### src/rtl/udr_pkg.sv
package udr_pkg;

    typedef enum logic [2:0] {
        ST_IDLE,
        ST_REQ,
        ST_ARMED,
        ST_XFER,
        ST_PAUSE,
        ST_DRAIN,
        ST_TAIL
    } udr_state_e;

endpackage

### src/rtl/udr_sync.sv
module udr_sync #(
    parameter int              W       = 4,
    parameter int              STAGES  = 2,
    parameter logic [W-1:0]    RST_VAL = '0
) (
    input  logic         clk,
    input  logic         rst_n,
    input  logic [W-1:0] d_i,
    output logic [W-1:0] q_o
);

    logic [W-1:0] stg [STAGES];

    for (genvar g = 0; g < STAGES; g++) begin : g_stage
        if (g == 0) begin : g_first
            always_ff @(posedge clk or negedge rst_n) begin
                if (!rst_n) stg[g] <= RST_VAL;
                else        stg[g] <= d_i;
            end
        end else begin : g_next
            always_ff @(posedge clk or negedge rst_n) begin
                if (!rst_n) stg[g] <= RST_VAL;
                else        stg[g] <= stg[g-1];
            end
        end
    end

    assign q_o = stg[STAGES-1];

endmodule

### src/rtl/udr_edge.sv
module udr_edge (
    input  logic clk,
    input  logic rst_n,
    input  logic strb_s_i,
    output logic edge_o
);

    logic strb_prev;

    always_ff @(posedge clk or negedge rst_n) begin
        if (!rst_n) strb_prev <= 1'b1;
        else        strb_prev <= strb_s_i;
    end

    assign edge_o = strb_s_i ^ strb_prev;

endmodule

### src/rtl/udr_wordpath.sv
module udr_wordpath #(
    parameter int DATA_W = 16,
    parameter int CNT_W  = 16
) (
    input  logic              clk,
    input  logic              rst_n,
    input  logic              load_i,
    input  logic [CNT_W-1:0]  load_cnt_i,
    input  logic              cap_en_i,
    input  logic              edge_i,
    input  logic              end_i,
    input  logic [DATA_W-1:0] data_i,
    output logic              word_vld_o,
    output logic [DATA_W-1:0] word_o,
    output logic              crc_stb_o,
    output logic [CNT_W-1:0]  left_o,
    output logic              left_zero_o,
    output logic              seen_o,
    output logic [DATA_W-1:0] host_crc_o,
    output logic              host_crc_vld_o
);

    always_ff @(posedge clk or negedge rst_n) begin
        if (!rst_n) begin
            word_vld_o     <= 1'b0;
            word_o         <= '0;
            crc_stb_o      <= 1'b0;
            left_o         <= '0;
            seen_o         <= 1'b0;
            host_crc_o     <= '0;
            host_crc_vld_o <= 1'b0;
        end else begin
            word_vld_o     <= 1'b0;
            crc_stb_o      <= 1'b0;
            host_crc_vld_o <= 1'b0;
            if (load_i) begin
                left_o <= load_cnt_i;
                seen_o <= 1'b0;
            end else if (cap_en_i && edge_i) begin
                crc_stb_o <= 1'b1;
                word_o    <= data_i;
                seen_o    <= 1'b1;
                if (left_o != '0) begin
                    word_vld_o <= 1'b1;
                    left_o     <= left_o - CNT_W'(1);
                end
            end
            if (end_i) begin
                host_crc_o     <= data_i;
                host_crc_vld_o <= 1'b1;
            end
        end
    end

    assign left_zero_o = (left_o == '0);

endmodule

### src/rtl/udr_fsm.sv
module udr_fsm
    import udr_pkg::*;
#(
    parameter int RP_CYC = 4
) (
    input  logic clk,
    input  logic rst_n,
    input  logic en_i,
    input  logic cmd_nz_i,
    input  logic free_ok_i,
    input  logic ack_i,
    input  logic halt_i,
    input  logic left_zero_i,
    input  logic seen_i,
    output logic load_o,
    output logic cap_en_o,
    output logic end_o,
    output logic req_o,
    output logic rdy_n_o,
    output logic rdy_oe_o
);

    localparam int RP_W = (RP_CYC < 2) ? 1 : $clog2(RP_CYC);

    udr_state_e state, nxt;
    logic [RP_W-1:0] rp_cnt;
    logic            in_burst;

    assign in_burst = (state == ST_ARMED) || (state == ST_XFER) || (state == ST_PAUSE) ||
                      (state == ST_DRAIN) || (state == ST_TAIL);

    always_comb begin
        nxt = state;
        unique case (state)
            ST_IDLE:  if (en_i && cmd_nz_i && free_ok_i) nxt = ST_REQ;
            ST_REQ:   if (ack_i) nxt = ST_ARMED;
            ST_ARMED: begin
                if (!ack_i)       nxt = ST_IDLE;
                else if (!halt_i) nxt = ST_XFER;
            end
            ST_XFER: begin
                if (!ack_i)                      nxt = ST_IDLE;
                else if (halt_i)                 nxt = ST_TAIL;
                else if (seen_i && left_zero_i)  nxt = ST_DRAIN;
                else if (seen_i && !free_ok_i)   nxt = ST_PAUSE;
            end
            ST_PAUSE: begin
                if (!ack_i)           nxt = ST_IDLE;
                else if (halt_i)      nxt = ST_TAIL;
                else if (left_zero_i) nxt = ST_DRAIN;
                else if (free_ok_i)   nxt = ST_XFER;
            end
            ST_DRAIN: begin
                if (!ack_i)                             nxt = ST_IDLE;
                else if (halt_i)                        nxt = ST_TAIL;
                else if (rp_cnt == RP_W'(RP_CYC - 1))   nxt = ST_TAIL;
            end
            ST_TAIL:  if (!ack_i) nxt = ST_IDLE;
            default:  nxt = ST_IDLE;
        endcase
    end

    always_ff @(posedge clk or negedge rst_n) begin
        if (!rst_n) begin
            state  <= ST_IDLE;
            rp_cnt <= '0;
        end else begin
            state  <= nxt;
            rp_cnt <= (state == ST_DRAIN) ? rp_cnt + RP_W'(1) : '0;
        end
    end

    always_comb begin
        load_o   = (state == ST_IDLE) && (nxt == ST_REQ);
        end_o    = in_burst && !ack_i;
        cap_en_o = 1'b0;
        req_o    = 1'b0;
        rdy_n_o  = 1'b1;
        rdy_oe_o = in_burst;
        unique case (state)
            ST_IDLE:  ;
            ST_REQ:   req_o = 1'b1;
            ST_ARMED: req_o = 1'b1;
            ST_XFER: begin
                req_o    = 1'b1;
                rdy_n_o  = 1'b0;
                cap_en_o = 1'b1;
            end
            ST_PAUSE: begin
                req_o    = 1'b1;
                cap_en_o = 1'b1;
            end
            ST_DRAIN: begin
                req_o    = 1'b1;
                cap_en_o = 1'b1;
            end
            ST_TAIL:  ;
            default:  ;
        endcase
    end

endmodule

### src/rtl/udma_out_rx.sv
module udma_out_rx #(
    parameter int DATA_W       = 16,
    parameter int CNT_W        = 16,
    parameter int FREE_W       = 6,
    parameter int PAUSE_MARGIN = 3,
    parameter int RP_CYC       = 4,
    parameter int SYNC_STAGES  = 2
) (
    input  logic              clk,
    input  logic              rst_n,
    input  logic              burst_en_i,
    input  logic [CNT_W-1:0]  cmd_words_i,
    input  logic [FREE_W-1:0] sink_free_i,
    input  logic              bus_ack_n_i,
    input  logic              host_halt_i,
    input  logic              host_strb_i,
    input  logic [DATA_W-1:0] bus_data_i,
    output logic              bus_req_o,
    output logic              dev_rdy_n_o,
    output logic              dev_rdy_oe_o,
    output logic              word_vld_o,
    output logic [DATA_W-1:0] word_data_o,
    output logic              crc_stb_o,
    output logic [CNT_W-1:0]  words_left_o,
    output logic [DATA_W-1:0] host_crc_o,
    output logic              host_crc_vld_o
);

    localparam int            SW      = DATA_W + 3;
    localparam logic [SW-1:0] SYNC_RV = {1'b1, 1'b0, 1'b1, {DATA_W{1'b0}}};

    logic [SW-1:0]     sync_q;
    logic              ack_n_s, halt_s, strb_s;
    logic [DATA_W-1:0] data_s;
    logic              strb_edge;
    logic              load, cap_en, end_ev, left_zero, seen;
    logic              free_ok;

    udr_sync #(.W(SW), .STAGES(SYNC_STAGES), .RST_VAL(SYNC_RV)) u_sync (
        .clk   (clk),
        .rst_n (rst_n),
        .d_i   ({bus_ack_n_i, host_halt_i, host_strb_i, bus_data_i}),
        .q_o   (sync_q)
    );

    assign {ack_n_s, halt_s, strb_s, data_s} = sync_q;
    assign free_ok = (sink_free_i > FREE_W'(PAUSE_MARGIN));

    udr_edge u_edge (
        .clk      (clk),
        .rst_n    (rst_n),
        .strb_s_i (strb_s),
        .edge_o   (strb_edge)
    );

    udr_fsm #(.RP_CYC(RP_CYC)) u_fsm (
        .clk         (clk),
        .rst_n       (rst_n),
        .en_i        (burst_en_i),
        .cmd_nz_i    (cmd_words_i != '0),
        .free_ok_i   (free_ok),
        .ack_i       (!ack_n_s),
        .halt_i      (halt_s),
        .left_zero_i (left_zero),
        .seen_i      (seen),
        .load_o      (load),
        .cap_en_o    (cap_en),
        .end_o       (end_ev),
        .req_o       (bus_req_o),
        .rdy_n_o     (dev_rdy_n_o),
        .rdy_oe_o    (dev_rdy_oe_o)
    );

    udr_wordpath #(.DATA_W(DATA_W), .CNT_W(CNT_W)) u_path (
        .clk            (clk),
        .rst_n          (rst_n),
        .load_i         (load),
        .load_cnt_i     (cmd_words_i),
        .cap_en_i       (cap_en),
        .edge_i         (strb_edge),
        .end_i          (end_ev),
        .data_i         (data_s),
        .word_vld_o     (word_vld_o),
        .word_o         (word_data_o),
        .crc_stb_o      (crc_stb_o),
        .left_o         (words_left_o),
        .left_zero_o    (left_zero),
        .seen_o         (seen),
        .host_crc_o     (host_crc_o),
        .host_crc_vld_o (host_crc_vld_o)
    );

endmodule

### config.mk
export PLATFORM = sky130hd
export DESIGN_NAME = udma_out_rx
export DESIGN_NICKNAME = d
export VERILOG_FILES = /design/src/rtl/udr_pkg.sv /design/src/rtl/udr_sync.sv /design/src/rtl/udr_edge.sv /design/src/rtl/udr_wordpath.sv /design/src/rtl/udr_fsm.sv /design/src/rtl/udma_out_rx.sv
export SDC_FILE = /design/constraint.sdc
export NUM_CORES = 1
export LEC_CHECK = 0
export BUFFER_PORTS_ARGS = -buffer_cell sky130_fd_sc_hd__buf_2
export CORE_ASPECT_RATIO = 1.75
export CORE_UTILIZATION = 47
export DETAILED_ROUTE_END_ITERATION = 8
export PLACE_DENSITY = 0.75
export SLEW_MARGIN = 25
export SYNTH_ARGS = -nofsm -noshare
export SYNTH_HDL_FRONTEND = slang
export SYNTH_SLANG_ARGS = --single-unit
export TNS_END_PERCENT = 1
### constraint.sdc
create_clock -name clk -period 2.2 [get_ports clk]
set_input_delay 0.66 -clock clk [delete_from_list [all_inputs] [get_ports clk]]
set_output_delay 0.66 -clock clk [all_outputs]
set_load 0.005 [all_outputs]
==> metrics, run 1 <==
P_leak 2.23 nW; Synth-to-Final Area Change 30.6%; R2R Path End u_path.left_o[1]$_DFFE_PN0P_; clk_skew 0.00820 ns; Die Ht 120 um; clk buf depth 2; Worst Path Required 2.42 ns; Synth area leaders dfrtp_1 61%, mux2_2 9.7%, dfstp_2 3.5%, nor2_1 2.4%, xnor2_1 2.4%; CP Capture Type flop; syn_nets 320; Hold Slack 0.283 ns; io pins 98; Max Cap Violations 0; HPWL after DPL 5420 um; register bit total from synthesis 96; Max VDD drop 0.570 mV; total track usage 0.189; Initial Util 0.488; final net count 445; number of enable flip-flop cells after synthesis 0; DIE AREA 8280 um^2; sequential share of the synthesized area 0.648; CP Data Arrival Time 2.33 ns; M1 WL 2940 um; Worst-Skew Late Latency 0.33 ns; Top Metal Used met4; Slew Limit Fails 0; Final Wtd Congestion 0.822; mean post-synth cell area 13.6 um^2; Clock transition at path regs 0.06 ns; DRC viols 0; Reg2Reg Setup Slack 0.09 ns; vias in the first global route 2606; Crit Path Category flop to flop; asr flop ratio synth 1.00; top post-synthesis cells by count 91 x dfrtp_1, 32 x mux2_2, 24 x nor2_1; r2r worst-path depth 7; via count 2586; met2 routed WL 3860 um; Yosys top cell by area dfrtp_1; Final Hold Violating Endpoints 0; DIE WIDTH 69.2 um; worst hold path class primary input to async pin; Worst Tran Pin Value 0.611 ns; Synth top area share 0.613; CP Launch Type flop; # diodes 0; GR Overflow Total 0; final worst-path cycle share 0.959; global-route wire length before repair 12300 um; met3 wire length 333 um; cell area after synthesis 3710 um^2; RSZ-0062 raised after global routing no; # H-tree levels 3; layout cell share with drive strength beyond 1 0.471; Avg Vias per Cell 5.27; Power Density 1260 nW/um^2; FMAX 0.474 GHz; largest net degree at the start of global routing 37; warnings from Yosys 0; clock root buffer clkbuf_16; Fin Setup TNS 0 ns; drt wl/cell 14.9 um; Post-Route WL 7330 um; Setup Viol. Count Final 0; Gate Count Post-Synth 273; total CTS buffers 9; Max FO, Critical Path 4; Final min period 2.11 ns; port buffer count 95; Pre-antenna DRT Iters 4; core area 7620 um^2; drt first-iter violations 133; Core Rows 42; status complete, no violations; Pwr Total 6.13 mW; Main synth FF type dfrtp_1; CTS Sinks 96; number of routed nets with antenna violations 0; pre-CTS setup slack -0.194 ns; clock tree from TritonCTS built; top-count cell post-synth dfrtp_1; initial antenna violation count 0; Slew HR 0.592; unique cell type count in the Yosys netlist 48; final worst slack 0.0900 ns; CTS Hold Buffers Added 0; post-CTS setup buffers 0; R2R Path Start u_path.left_o[1]$_DFFE_PN0P_
## worst max-delay path, stage by stage, from the launching register on
cell	delay [ns]
dfrtp_1	0.37
inv_1	0.07
ha_1	0.21
or3b_2	0.48
nor4_4	0.28
a21oi_1	0.17
mux2i_1	0.14
mux2_2	0.26
## logic make-up (layout without fill, tap and decap cells)
kind of cell               Yosys count  count (layout)  share of synthesized area
and+or+nand+nor                     68              68                      0.110
muxes                               34              34                      0.103
xor gates and xnor gates            14              14                     0.0330
AOI/OAI and AO/OA                   39              39                     0.0704
adders and majority gates            3               3                     0.0101
buffers and inverters               19             149                     0.0253
DFF                                 96              96                      0.648
## per-layer routing
layer / GRT usage / vias to the layer above
li1: - / 1214
met1: 0.219 / 1264
met2: 0.329 / 97
met3: 0.0411 / 11
met4: 0.0893 / 0
met5: 0 / -
## final cells by class
cell class                      instances  area (um^2)
Tap cell                               88          110
Clock buffer                           11          253
Multi-Input combinational cell        158         1240
Timing Repair Buffer                  124          721
Sequential cell                        96         2410
Inverter                                9         33.8
Clock inverter                          5         85.1
Fill cell                             590         2770
## power by group
group / internal [mW] / switching [mW]
registers: 2.28 / 0.394
clock network: 1.07 / 0.641
logic: 0.972 / 0.771
total: 4.32 / 1.81
## timing repair
action / in CTS / in global routing
gates resized for setup: 0 / 3
endpoints found under the setup margin: 0 / 3
hold endpoints to repair: 0 / 0
## flip-flops by register name, summed over array words and instances (netlist names)
| name | cells |
|---|---|
| u_sync.q_o | 19 |
| u_sync.stg | 19 |
| u_path.host_crc_o | 16 |
| u_path.left_o | 16 |
| u_path.word_o | 16 |
| u_fsm.state | 3 |
| u_fsm.rp_cnt | 2 |
| u_edge.strb_prev | 1 |
| u_path.crc_stb_o | 1 |
| u_path.host_crc_vld_o | 1 |
| u_path.seen_o | 1 |
| u_path.word_vld_o | 1 |
## metrics by stage
| stage | util | std cells | area, um^2 |
|---|---|---|---|
| after floorplan | - | 273 | 3730 |
| after global placement | 0.591 | 475 | 4500 |
| after detailed placement | 0.591 | 475 | 4500 |
| after CTS | 0.635 | 491 | 4840 |
| after global routing | 0.637 | 491 | 4850 |
| final | 0.637 | 491 | 4850 |
## layout by cell type, fill, tap and decap left out, drive strengths merged, types with 2 or more instances in the layout
| cell | n |
|---|---|
| nand2 | 5 |
| and2 | 3 |
| xnor2 | 10 |
| xor2 | 4 |
| nor3 | 5 |
| clkbuf | 11 |
| nand4 | 6 |
| ha | 3 |
| buf | 124 |
| or3 | 4 |
| a31oi | 2 |
| mux2 | 33 |
| nor2 | 24 |
| nand3 | 3 |
| o2111ai | 2 |
| bufinv | 2 |
| a211oi | 4 |
| a21oi | 15 |
| nor3b | 2 |
| o211ai | 2 |
| nor4 | 9 |
| dfstp | 5 |
| or4 | 2 |
| nor2b | 2 |
| dfrtp | 91 |
| inv | 11 |
| o21ai | 7 |
## worst max-delay path by stage
| stage | start | to | slack (ns) | cells after the start |
|---|---|---|---|---|
| after global placement | cmd_words_i[11] | u_path.word_o[4]$_DFFE_PN0P_ | -0.16 | 7 |
| after detailed placement | cmd_words_i[11] | u_path.word_o[6]$_DFFE_PN0P_ | -0.19 | 7 |
| final | u_path.left_o[1]$_DFFE_PN0P_ | u_path.left_o[1]$_DFFE_PN0P_ | 0.09 | 7 |
| after CTS | u_fsm.state[1]$_DFF_PN0_ | dev_rdy_oe_o | 0.05 | 4 |
| after global routing | u_path.left_o[1]$_DFFE_PN0P_ | u_path.left_o[4]$_DFFE_PN0P_ | 0.001 | 8 |
| after floorplan | sink_free_i[5] | u_path.word_o[0]$_DFFE_PN0P_ | -0.04 | 6 |
(Power assumes the default switching activity.)
==> run 2, diff against run 1 <==
- ABC_AREA: unset -> 1
- CORE_UTILIZATION: 47 -> 48
- PLACE_DENSITY: 0.75 -> 0.76
==> run 2 against run 1 <==
  * The flow now finishes with violations (design-rule violations)
  * Die area rose by 4.2%
  * Clock-buffer cell count fell by 1
  * Final area shrank 0.95%
  * Combinational power grew 18%
  * Clock power is 18% lower
  * Register-to-register slack gained 0.25 ns
  * Clock skew increased by 0.0025 ns
==> metrics, run 2 <==
GR Overflow Total 0; Worst-Skew Late Latency 0.34 ns; Power Density 1280 nW/um^2; unique cell type count in the Yosys netlist 27; CTS Hold Buffers Added 0; Core Rows 43; # diodes 0; port buffer count 95; largest net degree at the start of global routing 43; most frequent cells in the layout 127 x nand2_1, 94 x buf_2, 90 x dfrtp_1; global-route wire length before repair 13900 um; critical-path cell list inv_1 -> ha_1 -> o21ai_2 -> buf_2; number of routed nets with antenna violations 0; HPWL after DPL 6460 um; Fin Setup TNS 0 ns; Setup Viol. Count Final 0; cell area after synthesis 3960 um^2; io pins 98; Slew Limit Fails 0; Worst Path Required 1.54 ns; CP Capture Type output pin; CP Launch Type flop; vias in the first global route 3005; Worst Tran Pin Value 0.533 ns; Synth area leaders dfrtp_1 58%, nand2_1 12%, nor2_1 5.0%, nand3_1 4.7%, o21ai_0 4.4%; CTS Sinks 96; Top delay family on crit path flip-flops; mean post-synth cell area 9.07 um^2; DIE WIDTH 70.6 um; R2R Path Start u_path.left_o[0]$_DFFE_PN0P_; Max FO, Critical Path 6; slowest stage cell, crit path dfrtp_2; Slowest Stage Delay on Critical Path 0.44 ns; total CTS buffers 9; Pre-antenna DRT Iters 6; sequential share of the synthesized area 0.609; Synth top area share 0.576; Initial Util 0.497; drt first-iter violations 181; via count 3221; Setup crit start u_fsm.state[1]$_DFF_PN0_; core area 7960 um^2; Max VDD drop 0.815 mV; RSZ-0062 raised after global routing no; failing checks design-rule violations; clk_skew 0.0107 ns; top post-synthesis cells by count 127 x nand2_1, 91 x dfrtp_1, 53 x nor2_1; Main synth FF type dfrtp_1; asr flop ratio synth 1.00; post-CTS setup buffers 0; FMAX 0.482 GHz; Avg Vias per Cell 5.10; top-count cell post-synth nand2_1; Clock transition at path regs 0.06 ns; Slew HR 0.644; number of enable flip-flop cells after synthesis 0; DIE AREA 8620 um^2; Die Ht 122 um; warnings from Yosys 0; clock tree from TritonCTS built; final net count 584; Final min period 2.07 ns; Gate Count Post-Synth 436; initial antenna violation count 0; Crit Path Category flop to output pin; Yosys top cell by area dfrtp_1; worst hold path class primary input to async pin; fillers 687; CP Data Arrival Time 1.41 ns; syn_nets 483; clock root buffer clkbuf_16; Synth-to-Final Area Change 21.5%; pre-CTS setup slack 0.0740 ns; Post-Route WL 8650 um; status finished, violations left; clk buf depth 2; final worst slack 0.126 ns; most common cell after layout, fill and taps aside nand2_1; Max Cap Violations 0; P_leak 2.55 nW; total track usage 0.217; Final Hold Violating Endpoints 0; drt wl/cell 13.7 um; Final Wtd Congestion 0.950; # H-tree levels 3; register bit total from synthesis 96; DRC viols 16; Bufs and invs on worst path 2; final worst-path cycle share 0.943; layout cell share with drive strength beyond 1 0.251
==> run 2: area by class of cell <==
type	count	area (um^2)	share of cell area
multi-input combinational	287	1320	0.274
sequential	96	2410	0.501
clock buffer	10	229	0.0476
inverter	42	160	0.0333
tap	90	113	0.0234
clock inverter	6	43.8	0.00911
timing repair buffer	101	536	0.111
==> run 2: power breakdown <==
part	leakage [nW]	total (mW)	internal (mW)	switching [mW]
Clock	0.126	1.41	0.769	0.637
Sequential	1.17	2.69	2.25	0.441
Combinational	1.26	2.06	0.844	1.21
==> run 2: timing repair <==
item / 4_1_cts / 5_1_grt
endpoints found under the setup margin: 0 / 1
resized for setup: 0 / 1
endpoints found under the hold margin: 0 / 0
==> run 2: per-stage QoR <==
step	instances	power [mW]	util	hold slack, ns	cell area (um^2)
floorplan	436	3.91	-	0.331	3960
global placement	616	4.68	0.569	0.333	4530
detailed placement	616	4.76	0.569	0.336	4530
CTS	632	6.19	0.604	0.246	4810
global route	632	6.62	0.604	0.263	4810
finish	632	6.16	0.604	0.250	4810
==> run 2: final timing paths <==
kind	slack (ns)	depth (start not counted)	to
setup reg to reg	0.34	9	u_path.left_o[10]$_DFFE_PN0P_
hold / removal	0.25	1	u_sync.q_o[3]$_DFF_PN0_
setup / recovery	0.13	4	dev_rdy_oe_o
hold reg to reg	0.34	0	u_sync.q_o[13]$_DFF_PN0_
min in group clk	0.34	0	u_sync.q_o[13]$_DFF_PN0_
max in group asynchronous	1.37	2	u_sync.q_o[16]$_DFF_PN1_
==> run 2: logic make-up after synthesis <==
| family | count (synthesis) | synth area share |
|---|---|---|
| simple gates | 231 | 0.244 |
| flops | 96 | 0.609 |
| buf+inv | 53 | 0.0585 |
| compound gates | 45 | 0.0617 |
| xor+xnor | 8 | 0.0177 |
| fa+ha+maj | 3 | 0.00949 |
==> run 2: routing by layer <==
metal	global-route usage	routed length (um)
met4	0.131	250
met2	0.391	4650
met1	0.224	3330
met5	0	0
met3	0.0554	421
==> run 2: worst register-to-register path, stage by stage, from the launching register on <==
cell and delay [ns]:
dfrtp_1 0.41, inv_1 0.13, ha_1 0.20, nand2_1 0.19, nor2_1 0.44, nand2_1 0.09
nand2_1 0.07, nand2_1 0.05, nand3_1 0.08, nand3_1 0.08
==> run 3, diff against run 2 <==
- CTS_BUF_LIST: unset -> sky130_fd_sc_hd__clkbuf_4 sky130_fd_sc_hd__clkbuf_8 sky130_fd_sc_hd__clkbuf_16
==> run 3 against run 2 <==
  * The flow still finishes with violations (design-rule violations)
  * Sequential share of layout area about the same
  * Power increased by 0.13%
  * Cell count is the same
  * Routed wire length fell by 0.47%
  * Sequential cell count unchanged
  * Final area about the same
  * Sequential power hardly changed
  * Fmax barely moved
  * Clock skew decreased by 0.0011 ns
  * Setup slack better by 0.0010 ns
  * Clock-buffer cell count did not move
  * Critical endpoint unchanged
  * Largest cell class unchanged
==> metrics, run 3 (synthesis results as in run 2) <==
Slew Limit Fails 0; Slew HR 0.641; Clock power frac 0.230; Resize count post-CTS 0; most common cell after layout, fill and taps aside nand2_1; post-CTS setup buffers 0; worst hold path class primary input to async pin; Final Hold Violating Endpoints 0; Reg area 2410 um^2; Worst Path Required 1.54 ns; Max FO, Critical Path 6; Power Density 1280 nW/um^2; GR Overflow Total 0; most frequent cells in the layout 127 x nand2_1, 94 x buf_2, 90 x dfrtp_1; sequential share of power 0.437; CP Capture Type output pin; CTS Sinks 96; Worst Tran Pin Value 0.536 ns; number of routed nets with antenna violations 0; Synth-to-Final Area Change 21.6%; fillers 685; HPWL after DPL 6460 um; via count 3225; Hold Slack 0.250 ns; DIE AREA 8620 um^2; total CTS buffers 9; clk_skew 0.00952 ns; combinational group share of total power 0.333; Worst-Skew Late Latency 0.34 ns; Pwr Total 6.16 mW; switching power 2.29 mW; switching share of power 0.371; internal cell power 3.88 mW; DRC viols 16; Pre-antenna DRT Iters 6; status finished, violations left; Final min period 2.07 ns; layout cell share with drive strength beyond 1 0.253; # H-tree levels 3; clk buf depth 2; Fin Setup TNS 0 ns; final worst-path cycle share 0.942; drt first-iter violations 166; CP Data Arrival Time 1.41 ns; multi-input combinational cell area 1320 um^2; Post-Route WL 8610 um; FMAX 0.482 GHz; pre-CTS setup slack 0.0740 ns; Avg Vias per Cell 5.10; global-route wire length before repair 13900 um; largest net degree at the start of global routing 43; io pins 98; port buffer count 95; DIE WIDTH 70.6 um; final worst slack 0.127 ns; Reg2Reg Setup Slack 0.34 ns; Core Rows 43; Core Util, Final 0.604; Die Ht 122 um; core area 7960 um^2; RSZ-0062 raised after global routing no; P_leak 2.56 nW; initial antenna violation count 0; drt wl/cell 13.6 um; # diodes 0; Clock transition at path regs 0.06 ns; final net count 584; Final Wtd Congestion 0.950; CP Launch Type flop; Max Cap Violations 0; Initial Util 0.497; total track usage 0.217; CTS Hold Buffers Added 0; Setup Viol. Count Final 0; Crit Path Category flop to output pin; vias in the first global route 3005; failing checks design-rule violations; clock root buffer clkbuf_16; Max VDD drop 0.813 mV; clock tree from TritonCTS built
-- run 3: power by group through the flow --
stage | clock (mW) | sequential (mW) | combinational [mW]
2_1_floorplan | 0 | 2.64 | 1.27
4_1_cts | 1.46 | 2.68 | 2.07
3_5_place_dp | 0 | 2.71 | 2.06
6_report | 1.42 | 2.69 | 2.05
5_1_grt | 1.51 | 2.74 | 2.38
3_3_place_gp | 0 | 2.68 | 2.00
-- run 3: worst max-delay path: stages (launching register included) --
cell	delay, ns
dfrtp_2	0.44
inv_1	0.12
ha_1	0.32
o21ai_2	0.07
buf_2	0.13
-- run 3: cell type report --
type	instances	area share
flip-flops and latches	96	0.501
multi-input cells	287	0.274
repair buffers	101	0.111
clock buffers	10	0.0484
inverters	42	0.0333
well taps	90	0.0234
clock inverters	6	0.00910
-- run 3: final timing paths --
check | from | end | cells after the start
setup / recovery | u_fsm.state[1]$_DFF_PN0_ | dev_rdy_oe_o | 4
hold / removal | rst_n | u_sync.q_o[3]$_DFF_PN0_ | 1
setup reg to reg | u_path.left_o[0]$_DFFE_PN0P_ | u_path.left_o[10]$_DFFE_PN0P_ | 9
hold reg to reg | u_sync.stg[32]$_DFF_PN0_ | u_sync.q_o[13]$_DFF_PN0_ | 0
max in group asynchronous | rst_n | u_sync.q_o[16]$_DFF_PN1_ | 2
min in group clk | u_sync.stg[32]$_DFF_PN0_ | u_sync.q_o[13]$_DFF_PN0_ | 0
-- run 3: per-layer routing --
metal	wire length (um)	vias to the layer above	part of all wire	global-route usage
met5	0	-	0	0
met4	284	0	0.033	0.131
met3	440	18	0.051	0.0554
met2	4630	101	0.54	0.391
met1	3250	1538	0.38	0.224
li1	-	1568	-	-
-- run 3: metrics by stage --
stage                     area [um^2]  cells
after global placement           4530    616
after global routing             4810    632
after detailed placement         4530    616
after CTS                        4810    632
final                            4810    632
after floorplan                  3960    436
